File: src/rtl/fe2_pkg.sv
package fe2_pkg;
   localparam int unsigned ILEN = 32;
   localparam logic [ILEN-1:0] NOP_WORD = 32'h0000_0013;

   localparam logic [6:0] OPC_BRANCH = 7'h63;
   localparam logic [6:0] OPC_JAL    = 7'h6F;
   localparam logic [6:0] OPC_JALR   = 7'h67;

   typedef enum logic [1:0] {
      CF_NONE   = 2'd0,
      CF_BRANCH = 2'd1,
      CF_JUMP   = 2'd2
   } cf_kind_e;

   function automatic cf_kind_e classify(input logic [6:0] opc);
      case (opc)
         OPC_BRANCH:        return CF_BRANCH;
         OPC_JAL, OPC_JALR: return CF_JUMP;
         default:           return CF_NONE;
      endcase
   endfunction
endpackage

File: src/rtl/fe2_cf_decode.sv
module fe2_cf_decode
   import fe2_pkg::*;
(
   input  logic [6:0] opcode,
   input  logic       take,
   output logic       redirect
);
   cf_kind_e kind;

   always_comb begin
      kind = classify(opcode);
      unique case (kind)
         CF_JUMP:   redirect = 1'b1;
         CF_BRANCH: redirect = take;
         default:   redirect = 1'b0;
      endcase
   end
endmodule

File: src/rtl/fe2_pc_gen.sv
module fe2_pc_gen #(
   parameter int unsigned     XLEN          = 32,
   parameter int unsigned     STEP          = 4,
   parameter logic [XLEN-1:0] RESET_PC      = '0,
   parameter bit              CLEAR_TGT_LSB = 1'b1
) (
   input  logic            clk,
   input  logic            rst_n,
   input  logic            redirect,
   input  logic [XLEN-1:0] target,
   output logic [XLEN-1:0] pc
);
   localparam logic [XLEN-1:0] STEP_V = XLEN'(STEP);

   logic [XLEN-1:0] tgt_q;
   logic [XLEN-1:0] pc_nxt;

   generate
      if (CLEAR_TGT_LSB) begin : g_tgt_clear
         assign tgt_q = {target[XLEN-1:1], 1'b0};
      end else begin : g_tgt_raw
         assign tgt_q = target;
      end
   endgenerate

   always_comb begin
      pc_nxt = redirect ? tgt_q : pc + STEP_V;
   end

   always_ff @(posedge clk) begin
      if (!rst_n) pc <= RESET_PC;
      else        pc <= pc_nxt;
   end
endmodule

File: src/rtl/fe2_stage_reg.sv
module fe2_stage_reg
   import fe2_pkg::*;
#(
   parameter int unsigned XLEN = 32
) (
   input  logic            clk,
   input  logic            rst_n,
   input  logic            flush,
   input  logic [ILEN-1:0] fetch_instr,
   input  logic [XLEN-1:0] fetch_pc,
   output logic [ILEN-1:0] ex_instr,
   output logic [XLEN-1:0] ex_pc
);
   always_ff @(posedge clk) begin
      if (!rst_n) begin
         ex_instr <= NOP_WORD;
         ex_pc    <= '0;
      end else begin
         ex_instr <= flush ? NOP_WORD : fetch_instr;
         ex_pc    <= fetch_pc;
      end
   end
endmodule

File: src/rtl/fe2_pipe_front.sv
module fe2_pipe_front
   import fe2_pkg::*;
#(
   parameter int unsigned     XLEN          = 32,
   parameter int unsigned     STEP          = 4,
   parameter logic [XLEN-1:0] RESET_PC      = '0,
   parameter bit              CLEAR_TGT_LSB = 1'b1
) (
   input  logic            clk,
   input  logic            rst_n,
   output logic [XLEN-1:0] imem_addr,
   input  logic [ILEN-1:0] imem_rdata,
   input  logic            ex_take,
   input  logic [XLEN-1:0] ex_target,
   output logic [ILEN-1:0] ex_instr,
   output logic [XLEN-1:0] ex_pc
);
   generate
      if (XLEN < 32) begin : g_bad_xlen
         $error("fe2_pipe_front: XLEN must be at least 32");
      end
      if (STEP == 0 || (STEP % 2) != 0) begin : g_bad_step
         $error("fe2_pipe_front: STEP must be a nonzero even value");
      end
   endgenerate

   logic redirect;

   fe2_cf_decode u_dec (
      .opcode   (ex_instr[6:0]),
      .take     (ex_take),
      .redirect (redirect)
   );

   fe2_pc_gen #(
      .XLEN          (XLEN),
      .STEP          (STEP),
      .RESET_PC      (RESET_PC),
      .CLEAR_TGT_LSB (CLEAR_TGT_LSB)
   ) u_pc (
      .clk      (clk),
      .rst_n    (rst_n),
      .redirect (redirect),
      .target   (ex_target),
      .pc       (imem_addr)
   );

   fe2_stage_reg #(
      .XLEN (XLEN)
   ) u_sreg (
      .clk         (clk),
      .rst_n       (rst_n),
      .flush       (redirect),
      .fetch_instr (imem_rdata),
      .fetch_pc    (imem_addr),
      .ex_instr    (ex_instr),
      .ex_pc       (ex_pc)
   );
endmodule

File: config.mk
export PLATFORM = sky130hd
export DESIGN_NAME = fe2_pipe_front
export DESIGN_NICKNAME = d
export VERILOG_FILES = /design/src/rtl/fe2_pkg.sv /design/src/rtl/fe2_cf_decode.sv /design/src/rtl/fe2_pc_gen.sv /design/src/rtl/fe2_stage_reg.sv /design/src/rtl/fe2_pipe_front.sv
export SDC_FILE = /design/constraint.sdc
export NUM_CORES = 1
export LEC_CHECK = 0
export BUFFER_PORTS_ARGS = -buffer_cell sky130_fd_sc_hd__clkbuf_2
export CORE_MARGIN = 4
export CORE_UTILIZATION = 45
export CTS_BUF_LIST = sky130_fd_sc_hd__clkbuf_8
export CTS_CLUSTER_SIZE = 24
export DETAILED_ROUTE_END_ITERATION = 7
export PLACE_DENSITY_LB_ADDON = 0.3
export SYNTH_ARGS = -nofsm -noshare
export SYNTH_HDL_FRONTEND = slang
export SYNTH_SLANG_ARGS = --single-unit
File: constraint.sdc
create_clock -name clk -period 3.6 [get_ports clk]
set_clock_uncertainty 0.2 [all_clocks]
set_input_delay 0.18 -clock clk [delete_from_list [all_inputs] [get_ports clk]]
set_output_delay 0.18 -clock clk [all_outputs]
set_load 0.1 [all_outputs]
==> run_results.csv, run 1 <==
group,metric,value,unit
pwr,power_density,408,mW/mm2
clock_network,cts_tree,"yes",
status,outcome,"completed",
clock_network,clock_path_buffers,2,
synth,synth_area,0.00351,mm2
placed_design,portBuffers,159,
layout,stdcell_count,678,
synth,synth.avg_cell_area,9.66,um2
synth,syn-instance-count,364,
detailed_routing,vias,3420,
setup_path,r2r_slack,0.64,ns
setup_path,r2r_start,"u_sreg.ex_instr[1]$_SDFF_PP1_",
setup_path,slowest_stage,"or2_2",
layout,n_antenna_cell,0,
clock_network,clk_latency,0.35,ns
floorplanning,pin_count,163,
global_route,grt_pass1_wl,15500,um
timing,post-route-period-util,82.2,%
detailed_routing,drtPass1Iterations,4,
detailed_routing,viasPerCell,5.04,
global_route,use_met1,26.2,%
clock_network,cts_root_buffer,"clkbuf_8",
global_route,overflow,0,
synth,ys_warn_count,0,
timing,slew_viol_final,0,
global_route,grt_pass1_vias,3198,
hold_path,hp-start,"ex_target[31]",
setup_path,worst_r2r_path_depth,9,
detailed_routing,wl_per_cell,15.1,um
timing,final-setup-viol-count,0,
detailed_routing,antenna_left,0,
detailed_routing,drt_wl_total,10300,um
timing,fmax,338,MHz
setup_path,crit_fanout,31,
floorplanning,die_area,0.00929,mm2
clock_network,post_cts_resized,0,
floorplanning,core,0.00741,mm2
global_route,grt_max_degree,39,
placed_design,dp.cells,600,
timing,hold_viol_final,0,
clock_network,post_cts_buffers,0,
synth,synth_edf_count,0,
pwr,leakagePower,2.33,nW
setup_path,max_stage_delay,0.57,ns
clock_network,htree_levels,3,
global_route,grt_usage,21.6,%
synth,ys_seq_area_share,53.5,%
detailed_routing,drtIter0Drc,184,
hold_path,min_path_type,"in -> reg",
synth,ys.flop_type,"dfxtp_1",
timing,rsz0062_at_grt,"no",
clock_network,path_clk_slew,0.09,ns
floorplanning,start_util,47.4,%
setup_path,crit_type,"reg -> reg",
clock_network,cts_buffers,9,
global_route,met2_usage,36.6,%
global_route,antenna_found_initial,0,
setup_path,critPathArrivalTime,3.03,ns
floorplanning,rows,31,
setup_path,cp_cell_sequence,"nand4_1, nor4_1, inv_1, ha_1, a21oi_1, or2_2, buf_4, o21ai_0, a31oi_1",
timing,tightest_slew,0.808,ns
pwr,vdd_drop_max,0.336,mV
clock_network,cts_hold_buf,62,
floorplanning,die_h,96.4,um
global_route,top_usage_layer,"met2",
layout,drive_above_1_share,32.3,%
timing,slew_headroom,46.1,%
synth,synth_seq_cells,94,
hold_path,hold_end,"u_pc.pc[31]$_SDFF_PN0_",
placed_design,place_congestion,0.824,
setup_path,r2r-end,"u_pc.pc[21]$_SDFF_PN0_",
detailed_routing,remaining_drc_errors,0,
synth,async_reset_ff_share,0,%
floorplanning,die_x,96.4,um
hold_path,holdPathStages,4,
synth,yosysUniqueCellTypes,42,
layout,fin_nets,644,
setup_path,cp-end-kind,"flop",
clock_network,cts.sinks,94,
timing,period_needed,2.96,ns
setup_path,cp-start-kind,"flop",
timing,setup_tns,0,ns
placed_design,dp_hpwl,6690,um
run,cap_violations,0,
global_route,use_met3,5.50,%
setup_path,required,3.67,ns
layout,syn2layout_area_growth,46.8,%
-- cells by family after synthesis --
logic type / Yosys count / share of synthesized area (%)
DFF: 94 / 53.5
buffers and inverters: 37 / 4.70
other: 1 / 0.107
and+or+nand+nor: 159 / 26.6
xor gates and xnor gates: 12 / 2.99
adders and majority gates: 3 / 1.07
AOI/OAI and AO/OA: 58 / 11.0
-- final cells by class --
class,count,area [um2]
Clock buffer,10,138
Multi-Input combinational cell,234,1470
Tap cell,99,124
Timing Repair Buffer,225,1450
Sequential cell,94,1880
Clock inverter,6,62.6
Inverter,10,37.5
Fill cell,602,2250
-- worst max-delay path by stage --
stage	from	endpoint	slack (ns)
2_1_floorplan	u_sreg.ex_instr[0]$_SDFF_PP1_	u_pc.pc[17]$_SDFF_PN0_	0.34
3_3_place_gp	u_sreg.ex_instr[5]$_SDFF_PP0_	u_pc.pc[28]$_SDFF_PN0_	0.75
4_1_cts	u_sreg.ex_instr[5]$_SDFF_PP0_	u_pc.pc[21]$_SDFF_PN0_	0.69
3_5_place_dp	u_sreg.ex_instr[5]$_SDFF_PP0_	u_pc.pc[28]$_SDFF_PN0_	0.72
6_report	u_sreg.ex_instr[1]$_SDFF_PP1_	u_pc.pc[21]$_SDFF_PN0_	0.64
5_1_grt	u_sreg.ex_instr[6]$_SDFF_PP0_	u_pc.pc[28]$_SDFF_PN0_	0.34
-- routing by layer --
| layer | share of wire [%] | vias to the layer above | wire [um] |
|---|---|---|---|
| li1 | - | 1716 | - |
| met1 | 41 | 1572 | 4250 |
| met2 | 50 | 113 | 5150 |
| met3 | 6.4 | 19 | 656 |
| met4 | 1.9 | 0 | 199 |
| met5 | 0 | - | 0 |
-- cell usage in the layout, fill, tap and decap left out, types with 4 or more instances in the layout --
cell | netlist | layout
a211oi_1 | 10 | 10
a21oi_1 | 6 | 6
a31oi_1 | 7 | 7
and2_1 | 24 | 24
and3_1 | 29 | 29
buf_4 | 2 | 4
clkbuf_2 | 0 | 159
clkbuf_8 | 0 | 10
dfxtp_1 | 94 | 94
dlygate4sd3_1 | 0 | 62
inv_1 | 10 | 11
nand2_1 | 12 | 12
nand3_1 | 19 | 19
nand4_1 | 6 | 6
nor2_1 | 25 | 25
nor4_1 | 9 | 9
o21ai_0 | 16 | 16
o31ai_1 | 7 | 7
or2_2 | 5 | 5
or3_1 | 6 | 6
or4_1 | 11 | 11
xnor2_1 | 10 | 10
-- registers in the layout, indices dropped and copies added, names as in the netlist --
signal,flops
u_sreg.ex_instr,32
u_pc.pc,31
u_sreg.ex_pc,31
-- critical path, delay by kind of cell, from the launching register on --
kind | cells | cell delay, ns
AND/OR/NAND/NOR | 3 | 1.05
AO/OA/AOI/OAI | 3 | 0.65
buffers and inverters | 2 | 0.42
flip-flops | 1 | 0.35
adder cells (fa/ha/maj) | 1 | 0.20
-- power by group --
group | leakage (nW) | switching [mW] | total (mW) | internal, mW
clock | 0.0997 | 0.359 | 0.697 | 0.338
sequential | 0.767 | 0.0123 | 1.07 | 1.06
combinational | 1.46 | 0.237 | 0.336 | 0.0990
total | 2.33 | 0.608 | 2.11 | 1.50
-- through the flow --
stage	power [mW]	util, %	worst slack [ns]	area (um2)	hold slack, ns
after floorplan	1.31	-	0.340	3520	0.0866
final	2.11	69.7	0.640	5160	0.119
after CTS	2.12	69.7	0.690	5160	0.109
after detailed placement	1.38	58.6	0.721	4340	0.171
after global placement	1.38	58.6	0.748	4340	0.167
after global routing	2.19	69.7	0.339	5160	0.131
-- cells in the mapped netlist, drive strengths merged, types with 3 or more instances --
cell type	count	area share [%]
dfxtp	94	54
and3	29	5.2
and2	25	4.5
nor2	25	2.7
nand3	19	2.7
clkbuf	18	1.9
o21ai	16	2.3
nand2	12	1.3
or4	11	2.3
a211oi	10	2.1
inv	10	1.1
xnor2	10	2.5
buf	9	1.7
nor4	9	1.6
nand4	8	2.3
a31oi	7	1.2
o31ai	7	1.5
or3	7	1.4
a21oi	6	0.85
or2	6	1.1
a311oi	3	0.75
ha	3	1.1
o211ai	3	0.64
Power figures use the tool's default switching activity.
==> run 2: changes to the inputs <==
--- a/config.mk
+++ b/config.mk
@@ -7,7 +7,7 @@
 export LEC_CHECK = 0
 export BUFFER_PORTS_ARGS = -buffer_cell sky130_fd_sc_hd__clkbuf_2
 export CORE_MARGIN = 4
-export CORE_UTILIZATION = 45
+export CORE_UTILIZATION = 43
 export CTS_BUF_LIST = sky130_fd_sc_hd__clkbuf_8
 export CTS_CLUSTER_SIZE = 24
 export DETAILED_ROUTE_END_ITERATION = 7
==> constraint.sdc (replaced) <==
create_clock -name clk -period 2.69 [get_ports clk]
set_clock_uncertainty 0.2 [all_clocks]
set_input_delay 0.1345 -clock clk [delete_from_list [all_inputs] [get_ports clk]]
set_output_delay 0.1345 -clock clk [all_outputs]
set_load 0.1 [all_outputs]
==> run 2 against run 1 <==
Register-to-register slack lost 0.39 ns. Critical path type unchanged. Fmax up 21%. Critical path depth stayed put. First-iteration DRC count shrank 4.9%. Cell count rose by 1.2%. Non-clock buffer count up 6. Highest routed layer unchanged. Clock power increased by 29%. Global-route usage decreased by 0.13 points. Worst setup slack lost 0.39 ns.
==> run_results.csv, run 2 (synthesis gave the netlist of run 1 again) <==
group,metric,value,unit
setup_path,cp-start-kind,"flop",
global_route,overflow,0,
clock_network,post_cts_buffers,0,
floorplanning,die_x,98.4,um
timing,hold_viol_final,0,
clock_network,cts_tree,"yes",
global_route,grt_max_degree,43,
layout,final_common_cell,"clkbuf_2",
setup_path,r2r_slack,0.25,ns
timing,setup_tns,0,ns
layout,syn2layout_area_growth,49.8,%
detailed_routing,remaining_drc_errors,0,
floorplanning,rows,32,
hold_path,holdPathStages,4,
pwr,leakagePower,2.37,nW
floorplanning,core,0.00785,mm2
timing,slew_headroom,52.9,%
layout,drive_above_1_share,36.6,%
detailed_routing,viasPerCell,5.01,
timing,fmax,410,MHz
setup_path,r2r-end,"u_pc.pc[31]$_SDFF_PN0_",
timing,tightest_slew,0.700,ns
global_route,grt_usage,21.5,%
timing,rsz0062_at_grt,"no",
clock_network,htree_levels,3,
setup_path,crit_type,"reg -> reg",
detailed_routing,antenna_left,0,
detailed_routing,vias,3434,
setup_path,critPathArrivalTime,2.51,ns
clock_network,clock_path_buffers,2,
clock_network,clk_latency,0.36,ns
placed_design,dp_hpwl,6900,um
layout,num-fill-cells,643,
clock_network,cts.sinks,94,
detailed_routing,drtPass1Iterations,4,
timing,post-route-period-util,90.6,%
layout,fin_nets,650,
pwr,vdd_drop_max,0.280,mV
global_route,grt_pass1_vias,3445,
layout,largestRegisters,"u_sreg.ex_instr (32), u_pc.pc (31), u_sreg.ex_pc (31)",
setup_path,required,2.76,ns
status,outcome,"completed",
global_route,antenna_found_initial,0,
floorplanning,die_h,98.4,um
setup_path,cp-end-kind,"flop",
clock_network,cts_buffers,9,
detailed_routing,drtIter0Drc,175,
layout,top_register,"u_sreg.ex_instr",
timing,period_needed,2.44,ns
layout,layout_common_cells,"159 x clkbuf_2, 74 x dfxtp_1, 62 x dlygate4sd3_1",
floorplanning,start_util,44.8,%
setup_path,crit_fanout,27,
clock_network,cts_root_buffer,"clkbuf_8",
floorplanning,die_area,0.00968,mm2
global_route,grt_pass1_wl,17000,um
timing,final-setup-viol-count,0,
run,cap_violations,0,
setup_path,worst_r2r_path_depth,9,
hold_path,hp-start,"ex_target[31]",
detailed_routing,drt_wl_total,10300,um
layout,largest_reg_flops,32,
floorplanning,pin_count,163,
placed_design,place_congestion,0.828,
hold_path,min_path_type,"in -> reg",
detailed_routing,wl_per_cell,15.1,um
layout,n_antenna_cell,0,
pwr,power_density,530,mW/mm2
setup_path,r2r_start,"u_sreg.ex_instr[5]$_SDFF_PP0_",
placed_design,portBuffers,159,
timing,slew_viol_final,0,
layout,fin_util,67.1,%
hold_path,hold_end,"u_pc.pc[31]$_SDFF_PN0_",
clock_network,path_clk_slew,0.08,ns
-- run 2: stage by stage --
step | setup WS (ns) | hold slack (ns) | cells | cell area (um2) | power (mW)
after floorplan | 0.0154 | 0.0406 | 365 | 3550 | 1.76
after global placement | 0.254 | 0.123 | 609 | 4450 | 1.84
after detailed placement | 0.188 | 0.124 | 609 | 4450 | 1.85
after CTS | 0.165 | 0.0505 | 686 | 5260 | 2.81
after global routing | 0.123 | 0.0854 | 686 | 5260 | 2.90
final | 0.253 | 0.0532 | 686 | 5260 | 2.79
-- run 2: report_power, final --
group	total [mW]	leakage [nW]	internal, mW	switching, mW
Clock	0.900	0.0911	0.422	0.478
Combinational	0.452	1.50	0.134	0.318
Sequential	1.44	0.775	1.42	0.0163
-- run 2: area by class of cell --
class | instances | area, um2 | area share [%]
Sequential cell | 94 | 1920 | 36.4
Timing Repair Buffer | 231 | 1520 | 28.8
Multi-Input combinational cell | 234 | 1480 | 28.1
Tap cell | 102 | 128 | 2.42
Clock buffer | 9 | 124 | 2.35
Clock inverter | 6 | 63.8 | 1.21
Inverter | 10 | 37.5 | 0.713
-- run 2: what timing repair did --
action | 4_1_cts | 5_1_grt
hold buffers | 62 | 0
endpoints found under the setup margin | 0 | 1
resized for setup | 0 | 1
hold endpoints to repair | 62 | 0
-- run 2: how the worst max path moves through the flow --
stage	endpoint	slack [ns]	startpoint	cells after the start
after floorplan	u_pc.pc[1]$_SDFFE_PN0P_	0.02	u_sreg.ex_instr[0]$_SDFF_PP1_	10
after global placement	u_pc.pc[31]$_SDFF_PN0_	0.25	u_sreg.ex_instr[5]$_SDFF_PP0_	9
after detailed placement	u_pc.pc[31]$_SDFF_PN0_	0.19	u_sreg.ex_instr[5]$_SDFF_PP0_	9
after CTS	u_pc.pc[31]$_SDFF_PN0_	0.17	u_sreg.ex_instr[5]$_SDFF_PP0_	9
after global routing	u_pc.pc[31]$_SDFF_PN0_	0.12	u_sreg.ex_instr[5]$_SDFF_PP0_	9
final	u_pc.pc[31]$_SDFF_PN0_	0.25	u_sreg.ex_instr[5]$_SDFF_PP0_	9
-- run 2: critical path, cell delays in order (launching register included) --
cell	delay, ns
dfxtp_4	0.35
nand4_1	0.14
nor4_2	0.22
ha_1	0.20
a21oi_1	0.06
buf_4	0.15
or2_2	0.34
buf_12	0.18
a311o_1	0.31
nor3b_1	0.19
-- run 2: layer usage --
metal	GRT usage (%)	share of wire (%)	vias to the layer above
met3	5.57	5.1	16
li1	-	-	1723
met5	0	0	-
met4	6.51	1.9	0
met2	37.8	51	104
met1	25.6	42	1591
==> run 3: changes to the inputs <==
--- a/config.mk
+++ b/config.mk
@@ -12,6 +12,7 @@
 export CTS_CLUSTER_SIZE = 24
 export DETAILED_ROUTE_END_ITERATION = 7
 export PLACE_DENSITY_LB_ADDON = 0.3
+export SETUP_SLACK_MARGIN = 0.3
 export SYNTH_ARGS = -nofsm -noshare
 export SYNTH_HDL_FRONTEND = slang
 export SYNTH_SLANG_ARGS = --single-unit
==> run 3 against run 2 <==
Non-clock buffer count grew 9. Largest cell class unchanged. Critical path type unchanged. Combinational power is essentially flat. Via count grew 4.1%. Largest power group unchanged. Critical path depth is the same. Global-route usage shrank 0.12 points. Fmax grew 6.6%. Cell count grew 1.5%. Total power grew 0.47%. Clock power grew 1%. Sequential power is essentially flat. Hold slack gained 0.0076 ns.
==> run_results.csv, run 3 (synthesis gave the netlist of run 1 again) <==
group,metric,value,unit
global_route,grt_max_degree,53,
detailed_routing,drtPass1Iterations,6,
layout,num-fill-cells,601,
timing,post-route-period-util,85.0,%
global_route,overflow,0,
pwr,swShare,30.4,%
layout,layout_common_cells,"159 x clkbuf_2, 62 x dlygate4sd3_1, 60 x dfxtp_1",
floorplanning,core,0.00785,mm2
setup_path,crit_path_end,"u_sreg.ex_instr[3]$_SDFF_PP0_",
setup_path,crit_start,"u_sreg.ex_instr[6]$_SDFF_PP0_",
detailed_routing,drtIter0Drc,259,
layout,largestRegisters,"u_sreg.ex_instr (32), u_pc.pc (31), u_sreg.ex_pc (31)",
setup_path,r2r_start,"u_sreg.ex_instr[6]$_SDFF_PP0_",
setup_path,crit_fanout,26,
pwr,p_int,1.95,mW
floorplanning,start_util,44.8,%
floorplanning,rows,32,
clock_network,path_clk_slew,0.10,ns
clock_network,cts_tree,"yes",
timing,rsz0062_at_grt,"no",
timing,setup_tns,0,ns
hold_path,min_path_type,"in -> reg",
placed_design,portBuffers,159,
clock_network,clock_path_buffers,2,
clock_network,htree_levels,3,
status,outcome,"completed",
timing,slew_viol_final,0,
pwr,power_density,512,mW/mm2
setup_path,required,2.75,ns
placed_design,dp_hpwl,6770,um
layout,fin_nets,659,
pwr,combPwrFrac,16.2,%
floorplanning,pin_count,163,
layout,n_antenna_cell,0,
pwr,p_clk_share,32.5,%
global_route,grt_pass1_wl,17000,um
timing,slew_headroom,43.6,%
detailed_routing,antenna_left,0,
setup_path,cp-end-kind,"flop",
layout,largest_reg_flops,32,
clock_network,cts_root_buffer,"clkbuf_8",
timing,fmax,437,MHz
placed_design,place_congestion,0.785,
layout,top_register,"u_sreg.ex_instr",
setup_path,critPathArrivalTime,2.35,ns
run,cap_violations,0,
layout,drive_above_1_share,41.8,%
timing,tightest_slew,0.838,ns
floorplanning,die_h,98.4,um
layout,final_common_cell,"clkbuf_2",
clock_network,cts.sinks,94,
detailed_routing,drt_wl_total,10800,um
detailed_routing,wl_per_cell,15.5,um
detailed_routing,remaining_drc_errors,0,
detailed_routing,vias,3574,
global_route,grt_pass1_vias,3513,
clock_network,clk_latency,0.36,ns
pwr,p_switching,0.853,mW
detailed_routing,viasPerCell,5.14,
global_route,grt_usage,21.4,%
clock_network,cts_buffers,9,
setup_path,r2r-end,"u_sreg.ex_instr[3]$_SDFF_PP0_",
pwr,vdd_drop_max,0.331,mV
pwr,power_frac_seq,51.3,%
pwr,leakagePower,2.46,nW
setup_path,worst_r2r_path_depth,9,
timing,period_needed,2.29,ns
floorplanning,die_area,0.00968,mm2
timing,hold_viol_final,0,
setup_path,cp-start-kind,"flop",
layout,syn2layout_area_growth,55.8,%
pwr,power,2.80,mW
timing,final-setup-viol-count,0,
floorplanning,die_x,98.4,um
global_route,antenna_found_initial,0,
setup_path,r2r_slack,0.40,ns
setup_path,crit_type,"reg -> reg",
-- run 3: per-stage QoR --
stage               std cells  hold slack, ns  worst slack, ns  util [%]  instance area, um2
floorplan                 365          0.0406            0.278         -                3650
global placement          604           0.122            0.405      57.1                4480
detailed placement        604           0.124            0.347      57.1                4480
CTS                       682          0.0427            0.322      67.5                5300
global route              696           0.101            0.302      69.8                5480
finish                    696          0.0607            0.404      69.8                5480
-- run 3: per-layer routing --
layer  wire length [um]  GRT usage [%]  vias up
met5                  0              0        -
met3                785           5.71       23
met1               4520           27.5     1656
li1                   -              -     1745
met2               5270           34.6      150
met4                217           7.46        0
-- run 3: worst max-delay path, cell delays in order (launching register included) --
cell	delay [ns]
dfxtp_4	0.35
nand4_1	0.17
nor2_1	0.15
and2_4	0.16
inv_2	0.04
ha_4	0.25
or2_4	0.31
buf_4	0.17
clkbuf_16	0.18
and3_1	0.19
-- run 3: final cells by class --
class | instances | area [um2] | share of cell area, %
clock buffer | 11 | 151 | 2.76
sequential | 94 | 1940 | 35.5
inverter | 10 | 37.5 | 0.685
clock inverter | 5 | 41.3 | 0.754
timing repair buffer | 240 | 1640 | 29.9
multi-input combinational | 234 | 1540 | 28.1
tap | 102 | 128 | 2.33
-- run 3: worst min-delay path by stage --
stage | slack, ns | startpoint | end | depth (start not counted)
CTS | 0.04 | ex_target[31] | u_pc.pc[31]$_SDFF_PN0_ | 4
global route | 0.10 | ex_target[31] | u_pc.pc[31]$_SDFF_PN0_ | 4
detailed placement | 0.12 | imem_rdata[0] | u_sreg.ex_instr[0]$_SDFF_PP1_ | 2
global placement | 0.12 | imem_rdata[0] | u_sreg.ex_instr[0]$_SDFF_PP1_ | 2
floorplan | 0.04 | imem_rdata[0] | u_sreg.ex_instr[0]$_SDFF_PP1_ | 1
finish | 0.06 | ex_target[31] | u_pc.pc[31]$_SDFF_PN0_ | 4
-- run 3: power groups by stage --
| stage | clock, mW | sequential [mW] | combinational [mW] |
|---|---|---|---|
| finish | 0.911 | 1.44 | 0.455 |
| global placement | 0 | 1.47 | 0.375 |
| global route | 0.990 | 1.44 | 0.475 |
| floorplan | 0 | 1.70 | 0.0619 |
| detailed placement | 0 | 1.47 | 0.378 |
| CTS | 0.924 | 1.44 | 0.451 |
-- run 3: repair_timing --
action / in CTS / in global routing
hold buffers: 62 / 0
endpoints found under the hold margin: 62 / 0
endpoints found under the setup margin: 0 / 30
gates resized for setup: 0 / 7
setup buffers: 0 / 11
